==> config.mk <==
export PLATFORM = sky130hd
export DESIGN_NAME = sec_tick_gen
export DESIGN_NICKNAME = d
export VERILOG_FILES = /design/src/rtl/tick_pkg.sv /design/src/rtl/tick_rst_sync.sv /design/src/rtl/tick_term_detect.sv /design/src/rtl/tick_clear_stretch.sv /design/src/rtl/tick_counter.sv /design/src/rtl/sec_tick_gen.sv
export SDC_FILE = /design/constraint.sdc
export NUM_CORES = 1
export LEC_CHECK = 0
export BUFFER_PORTS_ARGS = -buffer_cell sky130_fd_sc_hd__buf_2
export CAP_MARGIN = 20
export CORE_UTILIZATION = 59
export DETAILED_ROUTE_END_ITERATION = 7
export PLACE_DENSITY = 0.77
export SLEW_MARGIN = 20
export SYNTH_ARGS = -nofsm -noshare
export SYNTH_HDL_FRONTEND = slang
export SYNTH_SLANG_ARGS = --single-unit
==> constraint.sdc <==
create_clock -name clk -period 4.8 [get_ports clk]
set_clock_uncertainty 0.2 [all_clocks]
set_input_delay 1.44 -clock clk [delete_from_list [all_inputs] [get_ports clk]]
set_output_delay 1.44 -clock clk [all_outputs]
set_load 0.02 [all_outputs]
==> src/rtl/tick_pkg.sv <==
package tick_pkg;

  // Width of the clear-hold down-counter for a given clear length.
  function automatic int unsigned hold_width(int unsigned clr_cycles);
    int unsigned w;
    w = (clr_cycles > 1) ? $clog2(clr_cycles) : 1;
    return (w < 1) ? 1 : w;
  endfunction

  // Number of set bits in a detect constant (size of the AND tree).
  function automatic int unsigned mask_terms(logic [31:0] mask);
    int unsigned n;
    n = 0;
    for (int i = 0; i < 32; i++) n += int'(mask[i]);
    return n;
  endfunction

endpackage

==> src/rtl/tick_rst_sync.sv <==
module tick_rst_sync #(
  parameter int unsigned STAGES = 2
) (
  input  logic clk,
  input  logic rst_n,
  output logic rst_n_sync
);

  logic [STAGES-1:0] sync_q;
  logic [STAGES-1:0] sync_d;

  always_comb begin
    sync_d = {sync_q[STAGES-2:0], 1'b1};
  end

  always_ff @(posedge clk or negedge rst_n) begin
    if (!rst_n) begin
      sync_q <= '0;
    end else begin
      sync_q <= sync_d;
    end
  end

  assign rst_n_sync = sync_q[STAGES-1];

endmodule

==> src/rtl/tick_term_detect.sv <==
module tick_term_detect #(
  parameter int unsigned     CNT_W = 24,
  parameter logic [CNT_W-1:0] MASK = CNT_W'(50000)
) (
  input  logic [CNT_W-1:0] cnt,
  output logic             hit
);

  // Bits clear in MASK are forced high, so the AND covers only set bits.
  logic [CNT_W-1:0] term;

  for (genvar i = 0; i < CNT_W; i++) begin : g_term
    assign term[i] = cnt[i] | ~MASK[i];
  end

  assign hit = &term;

endmodule

==> src/rtl/tick_clear_stretch.sv <==
module tick_clear_stretch #(
  parameter int unsigned CLR_CYCLES = 2,
  parameter int unsigned HOLD_W     = 1
) (
  input  logic clk,
  input  logic rst_n,
  input  logic hit,
  output logic clr_active,
  output logic clr_last
);

  localparam logic [HOLD_W-1:0] HOLD_LOAD = HOLD_W'(CLR_CYCLES - 1);
  localparam logic [HOLD_W-1:0] HOLD_ONE  = HOLD_W'(1);

  logic [HOLD_W-1:0] hold_q;
  logic [HOLD_W-1:0] hold_d;
  logic              hold_en;
  logic              busy;

  assign busy       = (hold_q != '0);
  assign clr_active = hit | busy;
  assign clr_last   = (hold_q == HOLD_ONE);

  always_comb begin
    hold_en = hit | busy;
    hold_d  = hold_q;
    if (hit) begin
      hold_d = HOLD_LOAD;
    end else if (busy) begin
      hold_d = hold_q - HOLD_ONE;
    end
  end

  always_ff @(posedge clk or negedge rst_n) begin
    if (!rst_n) begin
      hold_q <= '0;
    end else if (hold_en) begin
      hold_q <= hold_d;
    end
  end

endmodule

==> src/rtl/tick_counter.sv <==
module tick_counter #(
  parameter int unsigned CNT_W = 24
) (
  input  logic             clk,
  input  logic             rst_n,
  input  logic             clr_active,
  input  logic             clr_last,
  output logic [CNT_W-1:0] cnt
);

  localparam logic [CNT_W-1:0] CNT_ONE = CNT_W'(1);

  logic [CNT_W-1:0] cnt_q;
  logic [CNT_W-1:0] cnt_d;

  // The edge that ends the clear counts as the first count of the period.
  always_comb begin
    if (clr_last) begin
      cnt_d = CNT_ONE;
    end else if (clr_active) begin
      cnt_d = '0;
    end else begin
      cnt_d = cnt_q + CNT_ONE;
    end
  end

  always_ff @(posedge clk or negedge rst_n) begin
    if (!rst_n) begin
      cnt_q <= '0;
    end else begin
      cnt_q <= cnt_d;
    end
  end

  assign cnt = cnt_q;

endmodule

==> src/rtl/sec_tick_gen.sv <==
module sec_tick_gen #(
  parameter int unsigned      CNT_W       = 24,
  parameter logic [CNT_W-1:0] DETECT_MASK = CNT_W'(50000),
  parameter int unsigned      CLR_CYCLES  = 2
) (
  input  logic clk,
  input  logic rst_n,
  output logic tick_o,
  output logic clr_active_o
);

  localparam int unsigned HOLD_W = tick_pkg::hold_width(CLR_CYCLES);

  logic             rst_int_n;
  logic [CNT_W-1:0] cnt;
  logic             hit;
  logic             clr_active;
  logic             clr_last;

  tick_rst_sync #(
    .STAGES (2)
  ) u_rst_sync (
    .clk        (clk),
    .rst_n      (rst_n),
    .rst_n_sync (rst_int_n)
  );

  tick_counter #(
    .CNT_W (CNT_W)
  ) u_counter (
    .clk        (clk),
    .rst_n      (rst_int_n),
    .clr_active (clr_active),
    .clr_last   (clr_last),
    .cnt        (cnt)
  );

  tick_term_detect #(
    .CNT_W (CNT_W),
    .MASK  (DETECT_MASK)
  ) u_detect (
    .cnt (cnt),
    .hit (hit)
  );

  if (CLR_CYCLES <= 1) begin : g_clr_single
    assign clr_active = hit;
    assign clr_last   = hit;
  end else begin : g_clr_multi
    tick_clear_stretch #(
      .CLR_CYCLES (CLR_CYCLES),
      .HOLD_W     (HOLD_W)
    ) u_stretch (
      .clk        (clk),
      .rst_n      (rst_int_n),
      .hit        (hit),
      .clr_active (clr_active),
      .clr_last   (clr_last)
    );
  end

  // Async path: the port reset forces the outputs low without an edge.
  assign tick_o       = hit & rst_n;
  assign clr_active_o = clr_active & rst_n;

endmodule

# Word-level counts from Yosys, hierarchy flattened
# Cells that the tools add are included.
# W data, S select, Z words.
dict set report totals {
  elab_cells 13
  output_inout_bits 2
  register_bits 27
  inputBits 2
}
dict set report op_classes {
  reduce_logical 1
  muxes 4
  n_addsub 2
  bitwise_logic 3
}
# operator count
set ops {}
lappend ops {{$mux W24} 2}
lappend ops {{$add A24 B1 Y24 const B} 1}
lappend ops {{$reduce_and A6 Y1} 1}
lappend ops {{$and A1 B1 Y1} 2}
lappend ops {{$mux W1} 2}
lappend ops {{$or A1 B1 Y1} 1}
lappend ops {{$sub A1 B1 Y1 const B} 1}

# Logic depth before layout (Yosys ltp)
# Gate-level depths: netlist (run 1).
dict set report logic_depth {
  word_depth 4
  ltp_mapped 6
  ltp_nobuf 5
}

# Modules after synthesis
# A second synthesis (run 1) with hierarchy kept.
dict set report hier_totals {
  hier_cells 133
  hier_area_um2 1311.3
}
# module cells_per_inst area_each_um2 n_inst seq_area_each_um2
set by_module_without_submodules {}
lappend by_module_without_submodules {tick_counter 122 1196.1 1 600.6}
lappend by_module_without_submodules {tick_rst_sync 3 53.8 1 50.0}
lappend by_module_without_submodules {tick_clear_stretch 3 35.0 1 25.0}
lappend by_module_without_submodules {tick_term_detect 3 13.8 1 0.0}
lappend by_module_without_submodules {sec_tick_gen 2 12.5 1 0.0}

# Worst setup path after synthesis (run 1)
# OpenSTA, ideal clock, no wires.
dict set report synth_path {
  path_type {input to output}
  startpoint {input port rst_n}
  endpoint {output port clr_active_o}
  cell_stages 1
  setup_slack_ns 1.510
  arrival_time_ns 1.650
  required_ns 3.160
  n_path_buf 0
  cell_sequence {and2_1}
}
dict set report synth_via {
  elab_chain_len 1
}
# item line_no
set synth_rtl {}
lappend synth_rtl {{start, declared} sec_tick_gen.sv:7} ;# input logic rst_n,
lappend synth_rtl {{$and A1 B1 Y1} sec_tick_gen.sv:64} ;# assign clr_active_o = clr_active & rst_n;
lappend synth_rtl {{end, declared} sec_tick_gen.sv:9} ;# output logic clr_active_o
# No other way between the ends.

# Worst setup path in the final report (run 1)
dict set report layout_path {
  startpoint {register u_counter.cnt_q[4] (netlist: u_counter.cnt[4])}
  endpoint {output port clr_active_o}
}
dict set report layout_via {
  elab_chain_len 3
}
# item line_no
set layout_rtl {}
lappend layout_rtl {{start, declared} tick_counter.sv:13} ;# logic [CNT_W-1:0] cnt_q;
lappend layout_rtl {{start signal, assigned} tick_counter.sv:31} ;# cnt_q <= cnt_d;
lappend layout_rtl {{$reduce_and A6 Y1} tick_term_detect.sv:16} ;# assign hit = &term;
lappend layout_rtl {{$or A1 B1 Y1} tick_clear_stretch.sv:21} ;# assign clr_active = hit | busy;
lappend layout_rtl {{$and A1 B1 Y1} sec_tick_gen.sv:64}
# No other way between the ends.

==> summary.md, run 1 <==
| Metric | Value |
|---|---|
| IO Pins | `4` |
| Slew Viols, Final | `0` |
| CTS Hold Bufs | `0` |
| Status | `completed` |
| RePlAce Congestion | `a little under 0.7` |
| Fmax | `0.283 GHz` |
| Most common cell after layout, fill and taps aside | `nor2_1` |
| Crit path to | `clr_active_o` |
| WL final | `between 1 and 1.5 mm` |
| Vias in the first global route | `about 520` |
| Crit path max fanout | `16` |
| Final #Nets | `95` |
| Layout cell share with drive strength beyond 1 | `0.143` |
| First-pass detailed-route iteration total | `4` |
| Tcrit/Tclk final | `0.737` |
| Antenna Cells | `0` |
| Detailed placer's ending HPWL | `around 1.0 mm` |
| Leakage | `0.431 nW` |
| WS Path Type | `reg2out` |
| Number of port buffers | `3` |
| Cell count after synthesis | `86` |
| Register-to-register setup slack | `3.08 ns` |
| GRT Util Overall | `0.216` |
| Seq/Total Area, Yosys | `0.533` |
| Antenna violations before repair | `0` |
| Max-Cap Viols | `0` |
| Worst r2r src | `u_counter.cnt[0]` |
| Die area | `roughly 1700 sq um` |
| Slew headroom | `0.553` |
| Routed WL per cell | `between 10 and 15 microns` |
| Maximum vdd drop | `~0.18 mV` |
| Synthesized area | `between 800 and 900 sq um` |
| Setup-failing EPs final | `0` |
| Core area | `approximately 1400 sq um` |
| Reg2reg end | `u_counter.cnt[12]` |
| RSZ-0062 raised after global routing | `false` |
| #FFs+latches synth | `19` |
| TritonCTS Buffers | `3` |
| Post-layout util | `0.692` |
| H-tree depth | `1` |
| CTS tree | `yes` |
| YS warnings | `0` |
| Vias per inst | `approximately 5.6` |
| Pin count of the biggest net entering global routing | `18` |
| ANT nets after route | `0` |
| Detailed Route Iter0 Violations | `5` |
| Vias | `between 500 and 600` |
| Clock slew at reported path FFs | `around 0.11 ns` |
| Worst r2r path cells | `5` |
| PwrDens | `~260 nW/um^2` |
| Die height | `roughly 41 microns` |
| Worst-Skew Late Latency | `0.30 ns` |
| CP endpoint kind | `output port` |
| Setup crit start | `u_counter.cnt[4]` |
| Max clock buf depth | `2` |
| Post-Syn Nets | `approximately 90` |
| Synth cell types | `20` |
| Starting Density | `0.661` |
| First-pass GRT wire length | `2.26 mm` |
| Hold Path Class | `reg2async` |
| Die width | `slightly above 40 microns` |
| Worst-margin pin slew | `approximately 0.67 ns` |
| Final Non-Filler Cells | `between 100 and 150` |
| GRT Residual Overflow | `0` |
| Final hold viol count | `0` |
| Residual DRC | `0` |
| Mean Syn Cell Area | `10.4 sq um` |
| Tmin final | `about 3.5 ns` |
| Clock sink total | `19` |
| Placed cell count | `102` |
| Area growth syn-to-layout | `4.77%` |
| Setup bufs post-CTS | `0` |
| Post-CTS sizing | `0` |
| Commonest cells after routing, fill and taps aside | `nor2_1 (20), dfrtp_1 (19), xnor2_1 (11)` |
| Num rows | `13` |
| Fin Setup TNS | `0 ns` |
| Root Driver | `clkbuf_4` |
| Data required, critical path | `3.16 ns` |
| CP arrival | `between 1.5 and 2 ns` |
| Kind of start point of the critical path | `register` |
-- sequential cells by signal, indices dropped and copies added (netlist names) --
name / count
u_counter.cnt: 16
u_rst_sync.sync_q: 2
g_clr_multi.u_stretch.clr_last: 1
-- cell type report --
class                      instances  area (sq um)
clock buffer                       3          22.5
timing repair buffer               3          15.0
multi-input combinational         61           383
fill                             111           415
sequential                        19           475
tap                               15          18.8
inverter                           4          15.0
clock inverter                     1          5.00
-- logic make-up (layout without fill, tap and decap cells) --
| kind of cell | after synthesis | in the layout | synth area share |
|---|---|---|---|
| AND/OR/NAND/NOR | 44 | 44 | 0.268 |
| flip-flops | 19 | 19 | 0.533 |
| XOR/XNOR | 13 | 13 | 0.128 |
| buffers and inverters | 6 | 11 | 0.0379 |
| AO/OA/AOI/OAI | 2 | 2 | 0.0154 |
| adder cells (fa/ha/maj) | 1 | 1 | 0.0140 |
| other | 1 | 1 | 0.00420 |
-- stage by stage --
step                area [sq um]  worst slack [ns]  hold slack (ns)  power (W)
finish                       935              1.26           0.0778   0.000245
global route                 935              1.13            0.160   0.000252
CTS                          935              1.23            0.104   0.000248
detailed placement           907              1.32           0.0954   0.000168
global placement             907              1.33           0.0911   0.000168
floorplan                    892              1.51           0.0132   0.000166
-- critical path: stages (launching register included) --
cell and delay (ns):
dfrtp_1 0.50, nand4_1 0.14, nor2_2 0.15, or2_1 0.46, and2_1 0.19, buf_2 0.15
-- synthesized netlist by cell type (all sizes together) --
cell type	number	area, sq um
conb	1	3.75
nand3	4	20.0
or2	1	6.26
nor3	4	20.0
and2	3	18.8
a31oi	1	6.26
nand4	6	56.3
buf	2	18.8
dfrtp	19	475
inv	4	15.0
xnor2	11	96.3
o21bai	1	7.51
nor2	21	81.3
nor4	2	25.0
xor2	2	17.5
ha	1	12.5
nand2	3	11.3
-- report_power, final --
group,internal [W],switching [W]
logic,0.000000307,0.000000483
registers,0.000161,0.00000277
clock network,0.0000311,0.0000496
-- how the worst min path moves through the flow --
stage                              start                              to  depth (start not counted)  slack, ns
floorplan           u_rst_sync.sync_q[1]  g_clr_multi.u_stretch.clr_last                          0       0.01
global placement    u_rst_sync.sync_q[1]               u_counter.cnt[14]                          0       0.09
detailed placement  u_rst_sync.sync_q[1]               u_counter.cnt[14]                          0        0.1
CTS                 u_rst_sync.sync_q[1]               u_counter.cnt[14]                          0       0.10
global route        u_rst_sync.sync_q[1]  g_clr_multi.u_stretch.clr_last                          0       0.16
finish              u_rst_sync.sync_q[1]               u_counter.cnt[12]                          0       0.08
-- layer usage --
| layer | global-route usage | part of all wire | vias up |
|---|---|---|---|
| met1 | 0.251 | 0.43 | 282 |
| met4 | 0.100 | 0.024 | 0 |
| li1 | - | - | 289 |
| met2 | 0.383 | 0.51 | 22 |
| met3 | 0.0326 | 0.035 | 5 |
| met5 | 0 | 0 | - |
No activity file was read; power rests on OpenSTA's default activity.
==> run 2: changes to the inputs <==
--- a/config.mk
+++ b/config.mk
@@ -7,9 +7,9 @@
 export LEC_CHECK = 0
 export BUFFER_PORTS_ARGS = -buffer_cell sky130_fd_sc_hd__buf_2
 export CAP_MARGIN = 20
-export CORE_UTILIZATION = 59
+export CORE_UTILIZATION = 52
 export DETAILED_ROUTE_END_ITERATION = 7
-export PLACE_DENSITY = 0.77
+export PLACE_DENSITY = 0.72
 export SLEW_MARGIN = 20
 export SYNTH_ARGS = -nofsm -noshare
 export SYNTH_HDL_FRONTEND = slang
==> constraint.sdc (replaced) <==
create_clock -name clk -period 2.9 [get_ports clk]
set_clock_uncertainty 0.2 [all_clocks]
set_input_delay 0.87 -clock clk [delete_from_list [all_inputs] [get_ports clk]]
set_output_delay 0.87 -clock clk [all_outputs]
set_load 0.02 [all_outputs]
==> run 2 against run 1 <==
Cell count increased by 1.9%; sequential power increased by 65%; final area increased by 0.80%; setup slack got worse by 0.92 ns; count of clock-buffer cells in the layout increased by 1; largest cell class unchanged; critical path depth unchanged.
==> summary.md, run 2 (same netlist as run 1, synthesis figures left out) <==
| Metric | Value |
|---|---|
| Kind of start point of the critical path | `register` |
| Root Driver | `clkbuf_4` |
| Worst-Skew Late Latency | `~0.30 ns` |
| ANT nets after route | `0` |
| WS Path Type | `reg2out` |
| CTS tree | `yes` |
| CTS Hold Bufs | `0` |
| Area growth syn-to-layout | `5.61%` |
| Placed Area | `about 920 sq um` |
| Die area | `roughly 1900 sq um` |
| Placed cell count | `about 100` |
| Cell family with most CP delay | `simple AND/OR/NAND/NOR gates` |
| Antenna violations before repair | `0` |
| Clock sink total | `19` |
| Cell count along the critical path | `5` |
| GRT Util Overall | `0.193` |
| GRT Residual Overflow | `0` |
| Die height | `between 40 and 50 microns` |
| Combinational share of power | `0.004` |
| Residual DRC | `0` |
| Maximum vdd drop | `0.323 mV` |
| RSZ-0062 raised after global routing | `false` |
| Clock share of power | `0.328` |
| Crit path max fanout | `6` |
| Critical path, cell by cell | `nand4_1, nor2_2, or2_1, and2_1, buf_2` |
| WP buf/inv | `1` |
| CP endpoint kind | `output port` |
| Detailed placer's ending HPWL | `around 1000 microns` |
| Setup crit start | `u_counter.cnt[4]` |
| Hold Slack | `approximately 0.085 ns` |
| Tmin final | `between 2 and 3 ns` |
| Vias | `~590` |
| Hold Path Class | `reg2async` |
| Final #Nets | `between 90 and 100` |
| Die width | `approximately 43 microns` |
| RePlAce Congestion | `approximately 0.78` |
| Layout cell share with drive strength beyond 1 | `0.141` |
| TritonCTS Buffers | `3` |
| Num rows | `14` |
| Data required, critical path | `roughly 1.8 ns` |
| Antenna Cells | `0` |
| Fin Setup TNS | `0 ns` |
| Pin count of the biggest net entering global routing | `18` |
| Final Non-Filler Cells | `108` |
| Clock slew at reported path FFs | `approximately 0.1 ns` |
| Slew headroom | `0.549` |
| Final Cell Area | `about 940 sq um` |
| Slowest cell on the critical path | `dfrtp_1` |
| Slew Viols, Final | `0` |
| Worst-margin pin slew | `approximately 0.68 ns` |
| Routed WL per cell | `around 14 microns` |
| P_sw | `between 0.00008 and 0.00009 W` |
| Leakage | `about 0.43 nW` |
| CP arrival | `between 1 and 1.5 ns` |
| First-pass GRT wire length | `about 2.6 mm` |
| Worst r2r src | `u_counter.cnt[0]` |
| Final hold viol count | `0` |
| Post-layout util | `0.604` |
| Setup bufs post-CTS | `0` |
| Most common cell after layout, fill and taps aside | `nor2_1` |
| WL final | `about 1.5 mm` |
| Fmax | `a little under 0.4 GHz` |
| Commonest cells after routing, fill and taps aside | `nor2_1 (20), dfrtp_1 (19), xnor2_1 (11)` |
| Status | `completed` |
| IO Pins | `4` |
| Tcrit/Tclk final | `0.883` |
| Starting Density | `0.572` |
| Max clock buf depth | `2` |
| Setup-failing EPs final | `0` |
| Max reg flops | `16` |
| Sequential Power Share | `0.669` |
| Vias in the first global route | `between 500 and 600` |
| First-pass detailed-route iteration total | `4` |
| Post-CTS sizing | `0` |
| PwrDens | `between 400 and 500 nW/um^2` |
| Worst r2r path cells | `5` |
| Detailed Route Iter0 Violations | `19` |
| Fillcell total | `~120` |
| Max-Cap Viols | `0` |
| H-tree depth | `1` |
| Number of port buffers | `3` |
| Int Pwr | `0.000320 W` |
| Vias per inst | `5.50` |
| Sw frac | `0.209` |
| Core area | `approximately 1600 sq um` |
| Max incr delay on CP | `0.48 ns` |
==> run 2: changes by cell type in the layout (fill, tap and decap cells not counted) <==
cell	change
buf_4	+1
clkbuf_1	+1
clkinv_2	-1
==> run 2: metrics by stage <==
stage               total power [W]  worst slack, ns
detailed placement         0.000278            0.556
CTS                        0.000410            0.321
finish                     0.000405            0.340
floorplan                  0.000275            0.693
global placement           0.000277            0.569
global route               0.000419            0.225
==> run 2: final cells by class <==
class / count / area, sq um / share of cell area
Inverter: 4 / 15.0 / 0.0159
Tap cell: 16 / 20.0 / 0.0212
Sequential cell: 19 / 475 / 0.505
Multi-Input combinational cell: 61 / 383 / 0.406
Timing Repair Buffer: 4 / 22.5 / 0.0239
Clock buffer: 4 / 26.3 / 0.0279
==> run 2: path summary, 6_finish.rpt <==
check | slack, ns | endpoint
max in group asynchronous | 1.99 | u_counter.cnt[12]
setup reg to reg | 1.21 | u_counter.cnt[12]
hold reg to reg | 0.09 | u_counter.cnt[0]
min in group clk | 0.18 | u_rst_sync.sync_q[1]
hold / removal | 0.09 | u_counter.cnt[0]
setup / recovery | 0.34 | clr_active_o
==> run 2: per-layer routing <==
metal,part of all wire,vias to the layer above,global-route usage,wire length [microns]
li1,-,292,-,-
met1,0.50,281,0.285,729
met2,0.44,16,0.258,650
met3,0.025,5,0.0250,37
met4,0.033,0,0.150,48
met5,0,-,0,0
==> run 2: power groups by stage <==
| stage | Sequential [W] | Clock (W) | Combinational, W |
|---|---|---|---|
| after detailed placement | 0.000276 | 0 | 0.00000142 |
| final | 0.000271 | 0.000133 | 0.00000143 |
| after floorplan | 0.000275 | 0 | 0.000000132 |
| after global routing | 0.000272 | 0.000145 | 0.00000187 |
| after CTS | 0.000271 | 0.000138 | 0.00000142 |
| after global placement | 0.000276 | 0 | 0.00000122 |
